<file path="config.mk">
export PLATFORM = sky130hd
export DESIGN_NAME = cluster_phase_clk
export DESIGN_NICKNAME = d
export VERILOG_FILES = /design/src/rtl/phase_clk_pkg.sv /design/src/rtl/phase_ctrl.sv /design/src/rtl/phase_dp.sv /design/src/rtl/cluster_phase_clk.sv
export SDC_FILE = /design/constraint.sdc
export NUM_CORES = 1
export LEC_CHECK = 0
export BUFFER_PORTS_ARGS = -buffer_cell sky130_fd_sc_hd__buf_2
export CELL_PAD_IN_SITES_DETAIL_PLACEMENT = 0
export CELL_PAD_IN_SITES_GLOBAL_PLACEMENT = 1
export CORE_MARGIN = 2
export CORE_UTILIZATION = 35
export CTS_CLUSTER_SIZE = 14
export DETAILED_ROUTE_END_ITERATION = 16
export GPL_ROUTABILITY_DRIVEN = 0
export MAX_ROUTING_LAYER = met4
export PLACE_DENSITY = 0.79
export RECOVER_POWER = 100
export SLEW_MARGIN = 20
export SYNTH_ARGS = -nofsm -noshare
export SYNTH_HDL_FRONTEND = slang
export SYNTH_HIERARCHICAL = 1
export SYNTH_SLANG_ARGS = --single-unit
</file>
<file path="constraint.sdc">
create_clock -name clk -period 3.5 [get_ports clk]
set_clock_uncertainty 0.15 [all_clocks]
set_input_delay 0.7 -clock clk [delete_from_list [all_inputs] [get_ports clk]]
set_output_delay 0.7 -clock clk [all_outputs]
set_load 0.01 [all_outputs]
</file>
<file path="src/rtl/phase_clk_pkg.sv">
package phase_clk_pkg;

  typedef enum logic {
    MODE_NTC   = 1'b0,
    MODE_BOOST = 1'b1
  } clkMode_e;

  // strobes from the control half to the datapath half
  typedef struct packed {
    logic live;      // warm-up round is over
    logic boost;     // captured mode is boost
    logic oddSlot;   // current slot has odd parity
    logic lastSlot;  // current slot is the final one of the round
  } phaseStrb_t;

endpackage

</file>
<file path="src/rtl/phase_ctrl.sv">
module phase_ctrl
  import phase_clk_pkg::*;
#(
  parameter int CORES  = 4,
  parameter int SLOT_W = $clog2(CORES)
) (
  input  logic              clk,
  input  logic              rst,
  input  logic              modeSel,
  input  logic [CORES-1:0]  reqMask,
  output logic [SLOT_W-1:0] slotNum,
  output logic [CORES-1:0]  maskLive,
  output phaseStrb_t        strb
);

  localparam logic [SLOT_W-1:0] LAST_SLOT = SLOT_W'(CORES - 1);

  logic [SLOT_W-1:0] slotQ;
  logic              warmQ;
  clkMode_e          modeQ;
  logic [CORES-1:0]  maskQ;
  logic              atLast;

  assign atLast = (slotQ == LAST_SLOT);

  // slot counter: one step per cache clock
  always_ff @(posedge clk) begin
    if (rst) begin
      slotQ <= '0;
    end else if (atLast) begin
      slotQ <= '0;
    end else begin
      slotQ <= slotQ + 1'b1;
    end
  end

  // warm-up flag and configuration capture at the round boundary
  always_ff @(posedge clk) begin
    if (rst) begin
      warmQ <= 1'b0;
      modeQ <= MODE_NTC;
      maskQ <= '0;
    end else if (atLast) begin
      warmQ <= 1'b1;
      modeQ <= clkMode_e'(modeSel);
      maskQ <= reqMask;
    end
  end

  always_comb begin
    strb.live     = warmQ;
    strb.boost    = (modeQ == MODE_BOOST);
    strb.oddSlot  = slotQ[0];
    strb.lastSlot = atLast;
  end

  assign slotNum  = slotQ;
  assign maskLive = maskQ;

endmodule

</file>
<file path="src/rtl/phase_dp.sv">
module phase_dp
  import phase_clk_pkg::*;
#(
  parameter int CORES  = 4,
  parameter int SLOT_W = $clog2(CORES)
) (
  input  phaseStrb_t        strb,
  input  logic [SLOT_W-1:0] slotNum,
  input  logic [CORES-1:0]  maskLive,
  output logic [CORES-1:0]  coreEn,
  output logic [SLOT_W-1:0] slotOwner,
  output logic              slotBusy
);

  logic [CORES-1:0] ntcHit;
  logic [CORES-1:0] firstOh;
  logic [CORES-1:0] restMask;
  logic [CORES-1:0] secondOh;
  logic [CORES-1:0] boostHit;

  // quarter-phase decode: core i owns slot i
  for (genvar g = 0; g < CORES; g++) begin : g_ntc
    assign ntcHit[g] = maskLive[g] && (slotNum == SLOT_W'(g));
  end

  // boost pairing: isolate the two lowest requesters
  assign firstOh  = maskLive & (~maskLive + 1'b1);
  assign restMask = maskLive & ~firstOh;
  assign secondOh = restMask & (~restMask + 1'b1);
  assign boostHit = strb.oddSlot ? secondOh : firstOh;

  always_comb begin
    if (!strb.live) begin
      coreEn = '0;
    end else if (strb.boost) begin
      coreEn = boostHit;
    end else begin
      coreEn = ntcHit;
    end
  end

  // owner encoder
  always_comb begin
    slotOwner = '0;
    for (int i = 0; i < CORES; i++) begin
      if (coreEn[i]) slotOwner = SLOT_W'(i);
    end
  end

  assign slotBusy = |coreEn;

endmodule

</file>
<file path="src/rtl/cluster_phase_clk.sv">
module cluster_phase_clk
  import phase_clk_pkg::*;
#(
  parameter int   CORES  = 4,
  localparam int  SLOT_W = $clog2(CORES)
) (
  input  logic              clk,
  input  logic              rst,
  input  logic              modeSel,
  input  logic [CORES-1:0]  reqMask,
  output logic [CORES-1:0]  coreEn,
  output logic [SLOT_W-1:0] slotNum,
  output logic [SLOT_W-1:0] slotOwner,
  output logic              slotBusy
);

  phaseStrb_t       strb;
  logic [CORES-1:0] maskLive;

  phase_ctrl #(.CORES(CORES), .SLOT_W(SLOT_W)) u_ctrl (
    .clk      (clk),
    .rst      (rst),
    .modeSel  (modeSel),
    .reqMask  (reqMask),
    .slotNum  (slotNum),
    .maskLive (maskLive),
    .strb     (strb)
  );

  phase_dp #(.CORES(CORES), .SLOT_W(SLOT_W)) u_dp (
    .strb      (strb),
    .slotNum   (slotNum),
    .maskLive  (maskLive),
    .coreEn    (coreEn),
    .slotOwner (slotOwner),
    .slotBusy  (slotBusy)
  );

endmodule

</file>
==> impl_results.md <==
* Total length of routed wires at 965 um
* Sum Neg Setup Slack at 0 ps
* Post-route fraction of the period consumed by the critical path at 82.9%
* Buffer type at the clock tree root: sky130_fd_sc_hd__clkbuf_4
* Via Count at 431
* Worst Slack Setup Final at 598 ps
* Antenna violations before repair at 0
* Count of antenna-violating nets left after detailed routing at 0
* Post-route DRC violation count at 0
* Outcome: finished clean
* Count of endpoints failing hold in the final timing report at 0
* Post-DR wirelength/cell at 11.4 um
* Cell Chain, Critical Path: xnor2_1 -> a211o_1 -> a41oi_1 -> clkinv_1 -> or2_1 -> buf_2
* Number of failing setup endpoints in the final timing report at 0
* Reported leakage power at 0.253 nW
* Worst slew margin at 71.2%
* Place WS at 1010 ps
* Final core occ at 42.7%
* Post-synthesis area per instance at 8.91 um^2
* First-pass GRT wire length at 1.67 mm
* Minimum clock period after layout at 2900 ps
* Total Nets Final at 81
* I/O pin count at 16
* # Post-CTS Setup Buffers at 0
* Part of the total power dissipated in the clock network at 32.7%
* Worst skew pair latency at 250 ps
* Cell area after layout at 569 um^2
* Combined flip-flop and latch cell area at 160 um^2
* Number of buffers inserted during clock tree synthesis at 3
* Family with the most delay on the worst path: compound AO/OA/AOI/OAI gates
* Maximum number of pins on one net before global-route repair at 16
* Count of filler cells inserted in the layout at 148
* Combined area of the multi-input logic cells at 294 um^2
* Clock sinks at 8
* Ratio of cells with drive above 1 in the final layout at 15.7%
* Setup repair after global routing missed its margin: false
* Final-report max-slew violation count at 0
* Count of buffers from port buffering at 15
* Remaining Overflow, GRT at 0
* Final Non-Filler Cells at 85
* Max Fanout on Critical Path at 15
* DRT Pass-1 Iters at 4
* Sequential cell fraction of total power at 51.5%
* Switching power at 0.0578 mW
* Synthesized instance count at 57
* Drt via density at 5.07
* Design Power at 0.214 mW
* Crit path buf inv count at 2
* Die width at 42.1 um
* Worst IR drop on VDD at 155 uV
* Switching Share at 27.0%
* Vert. Die Dim at 42.1 um
* Post-Route Hold Slack at 391 ps
* Kind of start point of the critical path: flip-flop
* CTS tree: done
* Number of cells upsized or downsized after cts at 0
* Pwr Density at 376 nW/um^2
* Data required time at the worst endpoint at 2650 ps
* Critical Path Sink Type: output port
* Number of instances in the placed design at 82
* Max Clock Freq at 0.345 GHz
* Total Die Area at 1770 um^2
* # H-tree levels at 1
* Starting density of the core at 38.1%
* Worst slew pin tran at 431 ps
* Iter 0 DRT Violations at 14
* Cell with the biggest individual delay on the critical path: sky130_fd_sc_hd__dfxtp_1
* DP Area at 563 um^2
* Most common cell after layout, fill and taps aside: sky130_fd_sc_hd__nor2_1
* Clock input transition at the sequential cells of the worst setup and hold paths at 50 ps
* Cell-internal power at 0.156 mW
* Kind of critical path: reg -> out
* Syn Std Cell Area at 508 um^2
* Clock buffer depth at 2
* Core ar. at 1330 um^2
* Most frequent cells in the layout: 10 x sky130_fd_sc_hd__nor2_1, 8 x sky130_fd_sc_hd__buf_2, 8 x sky130_fd_sc_hd__dfxtp_1
* Type of the tightest min-delay check: reg -> reg
* Max-cap violations at 0
* Number of global-route vias before repair at 361
* GRT Overall Usage at 13.1%
* Syn-to-layout area delta at 12.1%
* Count of hold-fix buffers inserted at cts at 0
* Data arrival at the endpoint of the critical path at 2050 ps
* Worst stage delay on the critical path at 580 ps
* Total inserted antenna cells at 0
* Number of cell rows at 13
* Syn Nets at 66
* Detailed-placement wirelength estimate at 687 um
* Combinational Power Share at 15.8%
* Syn. warnings at 6
-- cell type report --
class                           count  area share, %
Clock buffer                        3           3.96
Inverter                            2           1.32
Multi-Input combinational cell     42           51.6
Sequential cell                     8           28.1
Tap cell                           15           3.30
Timing Repair Buffer               15           11.6
-- metal layers --
metal	global-route usage, %	wire length [um]
met1	16.7	500
met2	17.2	395
met3	3.88	68
met4	9.38	0
met5	-	0
-- power by group through the flow --
stage	clock network (mW)	registers (mW)	logic, mW
floorplan	0	0.108	0.0325
global placement	0	0.112	0.0343
detailed placement	0	0.112	0.0348
CTS	0.0743	0.110	0.0349
global route	0.0783	0.112	0.0382
finish	0.0699	0.110	0.0337
-- worst reg2reg max path: cells and delay by family, from the launching register on --
kind / cells / cell delay (ps)
adders and majority gates: 1 / 430
DFF: 1 / 580
and+or+nand+nor: 1 / 60
muxes: 1 / 240
-- final timing paths --
path                       from                 end  slack (ps)  cells after the start
max           u_ctrl/slotNum[0]        slotOwner[0]         600                      6
min          u_ctrl/maskLive[3]  u_ctrl/maskLive[3]         390                      2
max reg2reg   u_ctrl/slotNum[0]  u_ctrl/maskLive[2]        1940                      3
min reg2reg  u_ctrl/maskLive[3]  u_ctrl/maskLive[3]         390                      2
-- flip-flops by register name, indices dropped and copies added (netlist names) --
| name | count |
|---|---|
| u_ctrl/maskLive | 4 |
| u_ctrl/warmQ | 1 |
| u_ctrl/modeQ | 1 |
| u_ctrl/slotNum | 2 |
No activity file was read; power rests on OpenSTA's default activity.
